### src/rtl/fpv_pkg.sv
`timescale 1ns/1ps
// Package: shared types, command codes and the ns-to-cycles conversion
// for the flash program-verify sequencer. Assumes an 8-bit command set.
package fpv_pkg;

    typedef enum logic {
        OP_WRITE = 1'b0,
        OP_READ  = 1'b1
    } bus_op_e;

    typedef enum logic [2:0] {
        SQ_IDLE,
        SQ_SETUP,
        SQ_PROG,
        SQ_PWAIT,
        SQ_VCMD,
        SQ_VWAIT,
        SQ_READ,
        SQ_REST
    } seq_state_e;

    localparam logic [7:0] CMD_PGM_SETUP = 8'h40;
    localparam logic [7:0] CMD_PGM_CHECK = 8'hC0;
    localparam logic [7:0] CMD_READ_MODE = 8'h00;

    // Whole clock cycles covering a delay in ns, rounded up, at least one.
    function automatic int ns_to_cyc(input longint ns, input longint hz);
        longint c;
        c = (ns * hz + longint'(999_999_999)) / longint'(1_000_000_000);
        return (c < 1) ? 1 : int'(c);
    endfunction

    function automatic int max_of(input int a, input int b);
        return (a > b) ? a : b;
    endfunction

endpackage

### src/rtl/fpv_wait.sv
`timescale 1ns/1ps
// Module: fpv_wait
// Down-counter that gives a one-cycle 'expired' pulse a loaded number of
// cycles after 'load'. Assumes load_val >= 1. A new load restarts it.
module fpv_wait #(
    parameter int CNT_W = 10
) (
    input  logic             clk,
    input  logic             rst_n,
    input  logic             load,
    input  logic [CNT_W-1:0] load_val,
    output logic             expired
);

    logic [CNT_W-1:0] cnt;
    logic             running;

    // Count down the loaded delay and flag its end.
    always_ff @(posedge clk) begin
        if (!rst_n) begin
            cnt     <= '0;
            running <= 1'b0;
            expired <= 1'b0;
        end else begin
            expired <= 1'b0;
            if (load) begin
                cnt     <= load_val;
                running <= 1'b1;
            end else if (running) begin
                if (cnt == CNT_W'(1)) begin
                    running <= 1'b0;
                    expired <= 1'b1;
                end else begin
                    cnt <= cnt - 1'b1;
                end
            end
        end
    end

    // a wait only ends after one was started.
    a_r4_expire_after_run: assert property (@(posedge clk) disable iff (!rst_n)
        expired |-> $past(running));

endmodule

### src/rtl/fpv_bus.sv
`timescale 1ns/1ps
// Module: fpv_bus
// Runs one flash bus cycle per 'start': a write (enable, strobe low for WL
// cycles, strobe high for WH cycles with data held) or a read (enable and
// output enable for RD cycles, then sample). All pins are registered.
// Assumes 'start' only arrives while no cycle is running.
module fpv_bus
    import fpv_pkg::*;
#(
    parameter int ADDR_W = 17,
    parameter int DATA_W = 8,
    parameter int WL     = 4,
    parameter int WH     = 1,
    parameter int RD     = 13
) (
    input  logic              clk,
    input  logic              rst_n,
    input  logic              start,
    input  bus_op_e           kind,
    input  logic [ADDR_W-1:0] addr,
    input  logic [DATA_W-1:0] wdata,
    output logic              cyc_done,
    output logic [DATA_W-1:0] rdata,
    output logic [ADDR_W-1:0] fl_addr,
    output logic [DATA_W-1:0] fl_dout,
    output logic              fl_doe,
    input  logic [DATA_W-1:0] fl_din,
    output logic              fl_ce_n,
    output logic              fl_we_n,
    output logic              fl_oe_n
);

    localparam int CW  = $clog2(max_of(max_of(WL, WH), RD) + 1);
    localparam int LOW = $clog2(WL + 2);

    typedef enum logic [2:0] {PH_IDLE, PH_SET, PH_LOW, PH_HIGH, PH_RD} phase_e;

    phase_e        ph;
    logic [CW-1:0] cnt;

    // Step through the phases of a bus cycle and drive the flash pins.
    always_ff @(posedge clk) begin
        if (!rst_n) begin
            ph       <= PH_IDLE;
            cnt      <= '0;
            cyc_done <= 1'b0;
            rdata    <= '0;
            fl_addr  <= '0;
            fl_dout  <= '0;
            fl_doe   <= 1'b0;
            fl_ce_n  <= 1'b1;
            fl_we_n  <= 1'b1;
            fl_oe_n  <= 1'b1;
        end else begin
            cyc_done <= 1'b0;
            case (ph)
                PH_IDLE: if (start) begin
                    fl_addr <= addr;
                    fl_ce_n <= 1'b0;
                    if (kind == OP_WRITE) begin
                        fl_dout <= wdata;
                        fl_doe  <= 1'b1;
                        ph      <= PH_SET;
                    end else begin
                        fl_oe_n <= 1'b0;
                        cnt     <= CW'(RD - 1);
                        ph      <= PH_RD;
                    end
                end
                PH_SET: begin
                    fl_we_n <= 1'b0;
                    cnt     <= CW'(WL - 1);
                    ph      <= PH_LOW;
                end
                PH_LOW: if (cnt == '0) begin
                    fl_we_n <= 1'b1;
                    cnt     <= CW'(WH - 1);
                    ph      <= PH_HIGH;
                end else begin
                    cnt <= cnt - 1'b1;
                end
                PH_HIGH: if (cnt == '0) begin
                    fl_ce_n  <= 1'b1;
                    fl_doe   <= 1'b0;
                    cyc_done <= 1'b1;
                    ph       <= PH_IDLE;
                end else begin
                    cnt <= cnt - 1'b1;
                end
                PH_RD: if (cnt == '0) begin
                    rdata    <= fl_din;
                    fl_oe_n  <= 1'b1;
                    fl_ce_n  <= 1'b1;
                    cyc_done <= 1'b1;
                    ph       <= PH_IDLE;
                end else begin
                    cnt <= cnt - 1'b1;
                end
                default: ph <= PH_IDLE;
            endcase
        end
    end

    // Checker state: length of the current strobe-low run, saturating.
    logic [LOW-1:0] low_run;
    always_ff @(posedge clk) begin
        if (!rst_n || fl_we_n) low_run <= '0;
        else if (low_run != LOW'(WL)) low_run <= low_run + 1'b1;
    end

    // the strobe never rises before WL low cycles.
    a_r3_strobe_low_width: assert property (@(posedge clk) disable iff (!rst_n)
        $rose(fl_we_n) |-> (low_run == LOW'(WL)));

    // the strobe only falls while the chip is enabled and data is driven.
    a_r3_strobe_needs_enable: assert property (@(posedge clk) disable iff (!rst_n)
        $fell(fl_we_n) |-> (!fl_ce_n && fl_doe));

endmodule

### src/rtl/fpv_seq.sv
`timescale 1ns/1ps
// Module: fpv_seq (top)
// Programs one byte into a NOR flash and checks it: setup command, program
// write, program wait, verify command, settle wait, read-back, compare, and
// retry up to MAX_TRIES. It always ends with the read-mode command, then
// pulses done or fail. Assumes the flash high voltage is already applied.
module fpv_seq
    import fpv_pkg::*;
#(
    parameter int CLK_HZ          = 50_000_000,
    parameter int ADDR_W          = 17,
    parameter int DATA_W          = 8,
    parameter int MAX_TRIES       = 25,
    parameter int T_WE_LOW_NS     = 80,
    parameter int T_WE_HIGH_NS    = 20,
    parameter int T_ADDR_HOLD_NS  = 60,
    parameter int T_DATA_SETUP_NS = 50,
    parameter int T_PROG_NS       = 10_000,
    parameter int T_VERIFY_NS     = 6_000,
    parameter int T_ACCESS_NS     = 250
) (
    input  logic              clk,
    input  logic              rst_n,
    input  logic              req_valid,
    input  logic [ADDR_W-1:0] req_addr,
    input  logic [DATA_W-1:0] req_data,
    output logic              busy,
    output logic              done,
    output logic              fail,
    output logic [ADDR_W-1:0] fl_addr,
    output logic [DATA_W-1:0] fl_dout,
    output logic              fl_doe,
    input  logic [DATA_W-1:0] fl_din,
    output logic              fl_ce_n,
    output logic              fl_we_n,
    output logic              fl_oe_n
);

    localparam int WL_C   = max_of(max_of(ns_to_cyc(T_WE_LOW_NS, CLK_HZ),
                                          ns_to_cyc(T_ADDR_HOLD_NS, CLK_HZ)),
                                   ns_to_cyc(T_DATA_SETUP_NS, CLK_HZ));
    localparam int WH_C   = ns_to_cyc(T_WE_HIGH_NS, CLK_HZ);
    localparam int RD_C   = ns_to_cyc(T_ACCESS_NS, CLK_HZ);
    localparam int PROG_C = ns_to_cyc(T_PROG_NS, CLK_HZ);
    localparam int VFY_C  = ns_to_cyc(T_VERIFY_NS, CLK_HZ);
    localparam int CNT_W  = $clog2(max_of(PROG_C, VFY_C) + 1);
    localparam int TRY_W  = $clog2(MAX_TRIES + 1);

    seq_state_e        state;
    logic [ADDR_W-1:0] tgt_addr;
    logic [DATA_W-1:0] tgt_data;
    logic [TRY_W-1:0]  tries;
    logic              pass_q;

    logic              b_start;
    bus_op_e           b_kind;
    logic [ADDR_W-1:0] b_addr;
    logic [DATA_W-1:0] b_data;
    logic              b_done;
    logic [DATA_W-1:0] b_rdata;

    logic              t_load;
    logic [CNT_W-1:0]  t_val;
    logic              t_exp;

    fpv_bus #(
        .ADDR_W (ADDR_W),
        .DATA_W (DATA_W),
        .WL     (WL_C),
        .WH     (WH_C),
        .RD     (RD_C)
    ) u_bus (
        .clk      (clk),
        .rst_n    (rst_n),
        .start    (b_start),
        .kind     (b_kind),
        .addr     (b_addr),
        .wdata    (b_data),
        .cyc_done (b_done),
        .rdata    (b_rdata),
        .fl_addr  (fl_addr),
        .fl_dout  (fl_dout),
        .fl_doe   (fl_doe),
        .fl_din   (fl_din),
        .fl_ce_n  (fl_ce_n),
        .fl_we_n  (fl_we_n),
        .fl_oe_n  (fl_oe_n)
    );

    fpv_wait #(
        .CNT_W (CNT_W)
    ) u_wait (
        .clk      (clk),
        .rst_n    (rst_n),
        .load     (t_load),
        .load_val (t_val),
        .expired  (t_exp)
    );

    assign busy = (state != SQ_IDLE);

    // Sequence the program/verify steps, issue bus cycles and waits, count tries.
    always_ff @(posedge clk) begin
        if (!rst_n) begin
            state    <= SQ_IDLE;
            tgt_addr <= '0;
            tgt_data <= '0;
            tries    <= '0;
            pass_q   <= 1'b0;
            done     <= 1'b0;
            fail     <= 1'b0;
            b_start  <= 1'b0;
            b_kind   <= OP_WRITE;
            b_addr   <= '0;
            b_data   <= '0;
            t_load   <= 1'b0;
            t_val    <= '0;
        end else begin
            b_start <= 1'b0;
            t_load  <= 1'b0;
            done    <= 1'b0;
            fail    <= 1'b0;
            case (state)
                SQ_IDLE: if (req_valid) begin
                    tgt_addr <= req_addr;
                    tgt_data <= req_data;
                    tries    <= '0;
                    b_start  <= 1'b1;
                    b_kind   <= OP_WRITE;
                    b_addr   <= req_addr;
                    b_data   <= DATA_W'(CMD_PGM_SETUP);
                    state    <= SQ_SETUP;
                end
                SQ_SETUP: if (b_done) begin
                    b_start <= 1'b1;
                    b_kind  <= OP_WRITE;
                    b_addr  <= tgt_addr;
                    b_data  <= tgt_data;
                    state   <= SQ_PROG;
                end
                SQ_PROG: if (b_done) begin
                    tries  <= tries + 1'b1;
                    t_load <= 1'b1;
                    t_val  <= CNT_W'(PROG_C);
                    state  <= SQ_PWAIT;
                end
                SQ_PWAIT: if (t_exp) begin
                    b_start <= 1'b1;
                    b_kind  <= OP_WRITE;
                    b_addr  <= tgt_addr;
                    b_data  <= DATA_W'(CMD_PGM_CHECK);
                    state   <= SQ_VCMD;
                end
                SQ_VCMD: if (b_done) begin
                    t_load <= 1'b1;
                    t_val  <= CNT_W'(VFY_C);
                    state  <= SQ_VWAIT;
                end
                SQ_VWAIT: if (t_exp) begin
                    b_start <= 1'b1;
                    b_kind  <= OP_READ;
                    b_addr  <= tgt_addr;
                    state   <= SQ_READ;
                end
                SQ_READ: if (b_done) begin
                    b_start <= 1'b1;
                    b_kind  <= OP_WRITE;
                    b_addr  <= tgt_addr;
                    if (b_rdata == tgt_data) begin
                        pass_q <= 1'b1;
                        b_data <= DATA_W'(CMD_READ_MODE);
                        state  <= SQ_REST;
                    end else if (tries == TRY_W'(MAX_TRIES)) begin
                        pass_q <= 1'b0;
                        b_data <= DATA_W'(CMD_READ_MODE);
                        state  <= SQ_REST;
                    end else begin
                        b_data <= DATA_W'(CMD_PGM_SETUP);
                        state  <= SQ_SETUP;
                    end
                end
                SQ_REST: if (b_done) begin
                    done  <= pass_q;
                    fail  <= !pass_q;
                    state <= SQ_IDLE;
                end
                default: state <= SQ_IDLE;
            endcase
        end
    end

    // the two end reports exclude each other.
    a_r11_one_outcome: assert property (@(posedge clk) disable iff (!rst_n)
        !(done && fail));

    // done is a single-cycle pulse.
    a_r7_done_single: assert property (@(posedge clk) disable iff (!rst_n)
        done |=> !done);

    // the attempt count never passes the limit.
    a_r9_try_bound: assert property (@(posedge clk) disable iff (!rst_n)
        tries <= TRY_W'(MAX_TRIES));

    // no bus contention during reads.
    a_r6_no_drive_on_read: assert property (@(posedge clk) disable iff (!rst_n)
        !fl_oe_n |-> !fl_doe);

    // the target stays fixed while a sequence runs.
    a_r10_target_held: assert property (@(posedge clk) disable iff (!rst_n)
        busy |=> (!busy || $stable(tgt_addr)));

endmodule

### config.mk
export PLATFORM = sky130hd
export DESIGN_NAME = fpv_seq
export DESIGN_NICKNAME = d
export VERILOG_FILES = /design/src/rtl/fpv_pkg.sv /design/src/rtl/fpv_wait.sv /design/src/rtl/fpv_bus.sv /design/src/rtl/fpv_seq.sv
export SDC_FILE = /design/constraint.sdc
export NUM_CORES = 1
export LEC_CHECK = 0
export ABC_CLOCK_PERIOD_IN_PS = 2100
export BUFFER_PORTS_ARGS = -buffer_cell sky130_fd_sc_hd__buf_2
export CAP_MARGIN = 20
export CORE_MARGIN = 5
export CORE_UTILIZATION = 50
export DETAILED_ROUTE_END_ITERATION = 7
export GPL_TIMING_DRIVEN = 0
export HOLD_SLACK_MARGIN = 0.06
export PLACE_DENSITY = 0.78
export SLEW_MARGIN = 5
export SYNTH_ARGS = -nofsm -noshare
export SYNTH_HDL_FRONTEND = slang
export SYNTH_SLANG_ARGS = --single-unit
### constraint.sdc
create_clock -name clk -period 2.1 [get_ports clk]
set_input_delay 0.42 -clock clk [delete_from_list [all_inputs] [get_ports clk]]
set_output_delay 0.42 -clock clk [all_outputs]
set_load 0.1 [all_outputs]
After elaboration in Yosys (flattened, before gate mapping):

Index checks and enable logic that the tools add are counted.

* input bits: 36
* output and inout bits: 32
* logic and storage cells: 176
* flip-flop bits (word level): 129

* mux-type cells: 68
* bitwise operators: 3
* reduce and logical (&&, ||, !) cells: 43
* add/sub/neg operators: 3
* equal/unequal tests: 33

Operators by type and width (count)
* $mux W17: 3
* $pmux W17 S3: 1
* $mux W9: 5
* $mux W3: 14
* $mux W8: 4
* $pmux W8 S4: 1
* $ne A2 B1 Y1 const B: 13
* $pmux W3 S8: 1
* $mux W1: 21
* $reduce_and A3 Y1: 7
* $pmux W9 S2: 1
* $mux W4: 4
* $pmux W4 S4: 1
* $reduce_and A4 Y1: 4
* $reduce_bool A2 Y1: 8
* $eq A3 B3 Y1 const B: 5
* $mux W7: 2
* $reduce_and A2 Y1: 7
* $eq A3 B2 Y1 const B: 4
* $ne A2 B2 Y1 const B: 6
* $pmux W3 S4: 1
* $reduce_bool A4 Y1: 3
* $mux W5: 2
* $pmux W5 S2: 1
* 19 further kinds: 31

Depth between registers and ports, before layout:

Gate-level depths: netlist (run 1).

* depth after elaboration: 5
* gate-level depth with buffers: 8
* mapped depth without buffers: 6

Hierarchy:

Synthesis (run 1) repeated with hierarchy kept, for this count alone.

* cells, all modules: 644
* area total of the unflattened synthesis: 5501.5 sq um

Modules (own cells, without submodules)
* fpv_seq: times used 1, area each 2956.6 sq um, seq. area each 1341.3 sq um, cells each 347
* fpv_bus: times used 1, area each 1918.1 sq um, seq. area each 900.9 sq um, cells each 224
* fpv_wait: times used 1, area each 626.9 sq um, seq. area each 220.2 sq um, cells each 73

Least setup slack after synthesis (run 1):

No wires, ideal clock.

* kind: reg-to-reg
* start point: register state[0]
* end point: register tgt_addr[0]
* path buffers: 2
* cell stages (with the launch flop): 7
* path slack: -0.051 ns
* clock period less this slack: 2.151 ns
* setup time: 0.070 ns
* arrival time: 2.081 ns
* data required time: 2.030 ns
* path through: dfxtp_1 -> buf_2 -> or3_1 -> nor2_1 -> buf_2 -> nand2_1 -> a21oi_1

* cells in the longest elaborated chain, start to end: 2

Ends and longest elaborated chain
* start, declared: RTL line fpv_seq.sv:49 `seq_state_e state;`
* start signal, assigned: RTL line fpv_seq.sv:105 `state <= SQ_IDLE;`
* start signal, assigned: RTL line fpv_seq.sv:132 `state <= SQ_SETUP;`
* start signal, assigned: RTL line fpv_seq.sv:139 `state <= SQ_PROG;`
* $logic_not A3 Y1: RTL line fpv_seq.sv:123 `case (state)`
* $reduce_and A2 Y1 (no source line)
* end signal, assigned: RTL line fpv_seq.sv:125 `tgt_addr <= req_addr;`
* end, declared: RTL line fpv_seq.sv:50 `logic [ADDR_W-1:0] tgt_addr;`

No other way between the ends.
A chain may end at the register's enable or synchronous reset.

Worst setup path in the final report (run 1):

* start point: register state[0]
* end point: output port busy

* cells in the longest elaborated chain, start to end: 1

Ends and longest elaborated chain
* $reduce_bool A3 Y1: RTL line fpv_seq.sv:100 `assign busy = (state != SQ_IDLE);`
* end, declared: RTL line fpv_seq.sv:27 `output logic busy,`

No other way between the ends.

==> reports/metrics.csv, run 1 <==
metric,value,unit
synth_ff_type,dfxtp_1,
combPwrFrac,15.1,%
ff2ff_setup_slack,0.10,ns
fmax,0.486,GHz
wl_per_cell,15.5,um
timing.rr.end,u_bus.fl_dout[1],
drt_pass1_iterations,5,
hold_viol_final,0,
critPathMaxFanout,10,
port_buffers,67,
async_flop_share,0,%
multi_input_area,0.00269,mm2
holdPathEnd,u_bus.rdata[4],
clockBufferDepth,2,
initial_core_util,51.5,%
fin_crit,2.06,ns
maxCapViolCount,0,
syn_area,0.00534,mm2
arrival,1.64,ns
grt_usage,21.3,%
whs_path_depth,3,
std_cell_rows,37,
period_share,98.0,%
use_met3,4.62,%
drive_gt1_share,18.0,%
grt_max_degree,17,
p_per_area,947,mW/mm2
hold_buffers,0,
diodes,0,
yosysSeqAreaShare,46.1,%
avgSynthCellArea,8.48,um2
hold_ws,0.145,ns
drtIter0Drc,368,
crit_type,reg2out,
drt.antenna.violating_nets,0,
rsz0062_at_grt,no,
skew,0.00818,ns
antenna_found_initial,0,
status,completed,
avgViaCountPerCell,5.61,
p_switching,1.72,mW
hold_class,in2reg,
setup_viol,0,
start_kind,register,
fp.coreArea,0.0104,mm2
final.setup.tns,0,ns
cts_tree,done,
seq_power_share,41.7,%
cp_slowest_stage_delay,0.42,ns
die_w,113,um
synthCells,630,
yosysWarnings,0,
dieArea,0.0129,mm2
synth_edf_count,0,
final_cell_mix,"dfxtp_1 (122), nand2_1 (121), a21oi_1 (81)",
syn_to_final_growth,20.8,%
nFillCells,859,
clk_pin_slew,0.06,ns
clock-sinks,123,
holdCritStartpoint,fl_din[4],
peakVddDrop,0.524,mV
drcViolationCount,0,
grt_overflow,0,
switching_share,28.2,%
cts_resized,8,
clockRootBuffer,clkbuf_8,
tightest_slew,0.815,ns
die_h,113,um
post-dp-hpwl,9530,um
nNetsFinal,757,
gp_congestion,0.853,
required,1.68,ns
clock_latency,0.51,ns
layout_commonest_cell,dfxtp_1,
finalMaxSlewViolations,0,
grt_pass1_vias,4771,
busiest_layer,met2,
syn-num-nets,672,
ios,68,
crit_slowest_cell,or3_4,
cts_max_level,4,
grt_pass1_wl,22300,um
postCtsSetupRepairBufs,0,
p_leak,2.68,nW
r2r_cells,6,
slew_headroom,45.1,%
synth.distinct_cells,58,
use_met1,25.6,%
vias,4839,
clkPwrFrac,43.2,%
regArea,0.00246,mm2
r2r_start,u_bus.ph[2],
power.internal,4.39,mW
grt_use_met2,37.1,%
ys_ff_latch,123,
path_cells,buf_4 > or3_4 > buf_12,
cts_buffers,17,
routed_wl,13400,um
cp-end-kind,output pin,
==> Yosys cell counts (2+ instances only) <==
master     instances  area (um2)
a2111oi_0          2        17.5
a211oi_1          20         150
a21o_1             2        15.0
a21oi_1           81         405
a311oi_1           2        17.5
a31oi_1            3        18.8
and2_1             7        43.8
and3_1             7        43.8
buf_1              2        7.51
buf_2              9        45.0
buf_6              3        33.8
clkbuf_1          29         109
dfxtp_1          123        2460
ha_1               6        75.1
inv_1             12        45.0
mux2_2             3        33.8
mux2i_1           28         280
nand2_1          121         454
nand2b_1           4        25.0
nand3_1           11        55.1
nand4_1            4        25.0
nand4b_1           5        43.8
nor2_1            49         184
nor2b_1            5        31.3
nor3_1             5        25.0
nor3b_1            2        15.0
nor4_1             4        25.0
nor4b_1            2        17.5
o211a_1            3        30.0
o21a_1             2        15.0
o21ai_0           23         115
o22ai_1            3        18.8
o31a_1             2        17.5
o32ai_1            3        26.3
or3_1              2        12.5
or3b_2             3        26.3
or4_1              2        15.0
xnor2_1            5        43.8
xor2_1            12         105
==> flip-flops by register name, summed over array words and instances (netlist names), 3 cells and up <==
| register | count |
|---|---|
| b_addr | 17 |
| b_data | 8 |
| state | 3 |
| t_val | 3 |
| tgt_addr | 17 |
| tgt_data | 8 |
| tries | 5 |
| u_bus.cnt | 4 |
| u_bus.fl_addr | 17 |
| u_bus.fl_dout | 8 |
| u_bus.ph | 3 |
| u_bus.rdata | 8 |
| u_wait.cnt | 9 |
==> cell families (layout without fill, tap and decap cells) <==
group                      count (synthesis)  after routing  share of synthesized area, %
AOI/OAI and AO/OA                        155            155                          17.6
xor gates and xnor gates                  18             18                          3.09
buffers and inverters                     55            151                          4.50
DFF                                      123            123                          46.1
muxes                                     32             32                          6.30
and+or+nand+nor                          241            241                          21.0
adders and majority gates                  6              6                          1.41
==> final cells by class <==
type,instances,area share (%)
Buffer,42,3.06
Clock buffer,21,6.96
Clock inverter,9,1.43
Inverter,12,0.698
Multi-Input combinational cell,452,41.6
Sequential cell,123,38.2
Tap cell,136,2.64
Timing Repair Buffer,67,5.43
==> metrics by stage <==
| stage | cells | worst slack [ns] | power (mW) | instance area, um2 | util [%] |
|---|---|---|---|---|---|
| after floorplan | 630 | 0.0503 | 3.24 | 5340 | - |
| after global placement | 833 | -0.134 | 3.44 | 5850 | 56.4 |
| after detailed placement | 833 | -0.280 | 3.47 | 5850 | 56.4 |
| after CTS | 863 | 0.0156 | 6.11 | 6420 | 62.0 |
| after global routing | 862 | 0.00170 | 6.33 | 6450 | 62.2 |
| final | 862 | 0.0424 | 6.11 | 6450 | 62.2 |
==> how the worst max path moves through the flow <==
stage          slack (ns)  cells after the start          from        endpoint
2_1_floorplan        0.05                      6      state[0]     tgt_addr[0]
6_report             0.04                      3      state[0]            busy
3_3_place_gp        -0.13                      7  u_bus.cnt[0]  u_bus.rdata[4]
5_1_grt             0.002                      3      state[0]            busy
4_1_cts              0.02                      3      state[0]            busy
3_5_place_dp        -0.28                      7  u_bus.cnt[0]  u_bus.rdata[2]
==> layer usage <==
metal | routed length [um] | vias up
li1 | - | 2362
met1 | 5580 | 2299
met2 | 6710 | 157
met3 | 879 | 21
met4 | 213 | 0
met5 | 0 | -
==> power groups by stage <==
stage / logic [mW] / registers, mW / clock network [mW]
global placement: 0.860 / 2.58 / 0
floorplan: 0.528 / 2.71 / 0
CTS: 0.914 / 2.54 / 2.66
global route: 1.00 / 2.56 / 2.77
finish: 0.924 / 2.55 / 2.64
detailed placement: 0.888 / 2.58 / 0
==> critical path, delay by kind of cell, from the launching register on <==
family        cells  cell delay (ns)
buf+inv           2             0.37
flops             1             0.34
simple gates      1             0.42
No activity file was read; power rests on OpenSTA's default activity.
==> inputs of run 2 (changes only) <==
- SETUP_SLACK_MARGIN: unset -> 0.4
==> reports/metrics.csv, run 2 (synthesized netlist as in run 1, its figures left out) <==
metric,value,unit,change
status,completed,,
r2r_start,state[2],,
fin_crit,2.09,ns,+0.0352 ns
grt_pass1_wl,26700,um,+20%
holdPathEnd,u_bus.rdata[2],,
grt_pass1_vias,5425,,+14%
crit_slowest_cell,mux4_2,,
rsz0062_at_grt,yes,,
wl_per_cell,23.2,um,+49%
setup_viol,0,,unchanged
drt_pass1_iterations,7,,+2
fp.coreArea,0.0104,mm2,unchanged
ios,68,,unchanged
initial_core_util,51.5,%,unchanged
reg.largest.list,"b_addr (17), tgt_addr (17), u_bus.fl_addr (17)",,
final_cell_mix,"dfxtp_1 (118), nand2_1 (90), buf_4 (56)",,
avgViaCountPerCell,6.41,,+14%
clockBufferDepth,2,,unchanged
arrival,2.52,ns,+0.88 ns
skew,0.00794,ns,-0.000233 ns
vias,5831,,+21%
p_leak,3.31,nW,+23%
peakVddDrop,0.657,mV,+25%
whs_path_depth,3,,unchanged
finalMaxSlewViolations,0,,unchanged
fmax,0.478,GHz,-1.7%
diodes,0,,unchanged
ff2ff_setup_slack,0.007,ns,-0.09 ns
grt_usage,26.2,%,+4.9 points
clock-sinks,123,,unchanged
hold_viol_final,0,,unchanged
hold_class,in2reg,,
clockRootBuffer,clkbuf_8,,
slew_headroom,38.0,%,-7.1 points
grt_overflow,0,,unchanged
clk_pin_slew,0.06,ns,about the same
drt.antenna.violating_nets,0,,unchanged
routed_wl,21100,um,+57%
cts_buffers,17,,unchanged
hold_ws,0.124,ns,-0.0216 ns
hold_buffers,0,,unchanged
p_per_area,907,mW/mm2,-4.2%
antenna_found_initial,0,,unchanged
drive_gt1_share,42.3,%,+24 points
cts_max_level,4,,unchanged
std_cell_rows,37,,unchanged
critPathMaxFanout,7,,-3
drtIter0Drc,808,,+120%
syn_to_final_growth,52.0,%,
period_share,99.7,%,+1.7 points
gp_congestion,0.900,,+5.6%
die_h,113,um,unchanged
start_kind,register,,
clock_latency,0.53,ns,+0.02 ns
nNetsFinal,802,,+5.9%
cts_tree,done,,
path_cells,buf_6 > mux2_4 > mux4_2 > buf_12 > buf_12 > buf_16 > a211oi_4,,
required,2.53,ns,+0.85 ns
port_buffers,67,,unchanged
fin_area,0.00812,mm2,+26%
crit_type,reg2reg,,
tightest_slew,0.930,ns,+0.114 ns
cp-startpoint,state[2],,
holdCritStartpoint,fl_din[2],,
die_w,113,um,unchanged
placed_cell_area,0.00592,mm2,+1.2%
timing.rr.end,b_addr[13],,
drcViolationCount,0,,unchanged
maxCapViolCount,0,,unchanged
dieArea,0.0129,mm2,unchanged
cp-end-kind,register,,
grt_max_degree,17,,unchanged
total_power,7.36,mW,+21%
fin_util,78.3,%,+16 points
r2r_cells,7,,+1
cp_common_cell,buf_12,,
post-dp-hpwl,9630,um,+1.0%
cp_slowest_stage_delay,0.52,ns,+0.10 ns
layout_commonest_cell,dfxtp_1,,
==> run 2: area by class of cell <==
class,count,area [um2]
clock inverter,10,165
timing repair buffer,110,928
fill,528,2250
buffer,43,368
clock buffer,22,443
sequential,123,2470
inverter,12,53.8
tap,136,170
multi-input combinational,453,3520
==> run 2: stage by stage <==
step | cells | TNS [ns] | worst slack (ns)
floorplan | 630 | 0 | 0.404
global placement | 833 | 0 | 0.111
detailed placement | 833 | 0 | 0.0639
CTS | 891 | 0 | 0.131
global route | 909 | -0.0184 | -0.0184
finish | 909 | 0 | 0.00716
==> run 2: critical path: cells and delay by family, from the launching register on <==
family,cells,cell delay [ns]
compound gates,1,0.25
mux,2,0.81
flops,1,0.36
buf+inv,4,0.56
==> run 2: worst max-delay path by stage <==
stage	end	slack, ns	cells after the start
5_1_grt	b_addr[15]	-0.02	7
3_3_place_gp	u_bus.fl_addr[6]	0.11	6
3_5_place_dp	u_bus.rdata[6]	0.06	7
2_1_floorplan	tgt_addr[0]	0.40	6
4_1_cts	busy	0.13	3
6_report	b_addr[13]	0.007	7
==> run 2: what timing repair did <==
action                                  4_1_cts  5_1_grt
setup buffers                                22       16
cloned                                        4        2
endpoints found under the setup margin      126       97
gates resized for setup                     144      181
pin swaps                                    13       57
==> run 2: per-layer routing <==
layer  wire length (um)  up-vias  track usage, %
li1                   -     2453               -
met1               7500     2738            30.1
met2              10000      476            43.2
met3               1850      164            8.54
met4               1720        0            14.3
met5                  0        -               0
==> run 2: power by group <==
| group | total, mW | internal, mW | switching (mW) |
|---|---|---|---|
| clock | 3.04 | 1.96 | 1.08 |
| combinational | 1.72 | 0.757 | 0.964 |
| sequential | 2.60 | 2.46 | 0.145 |
| total | 7.36 | 5.18 | 2.19 |
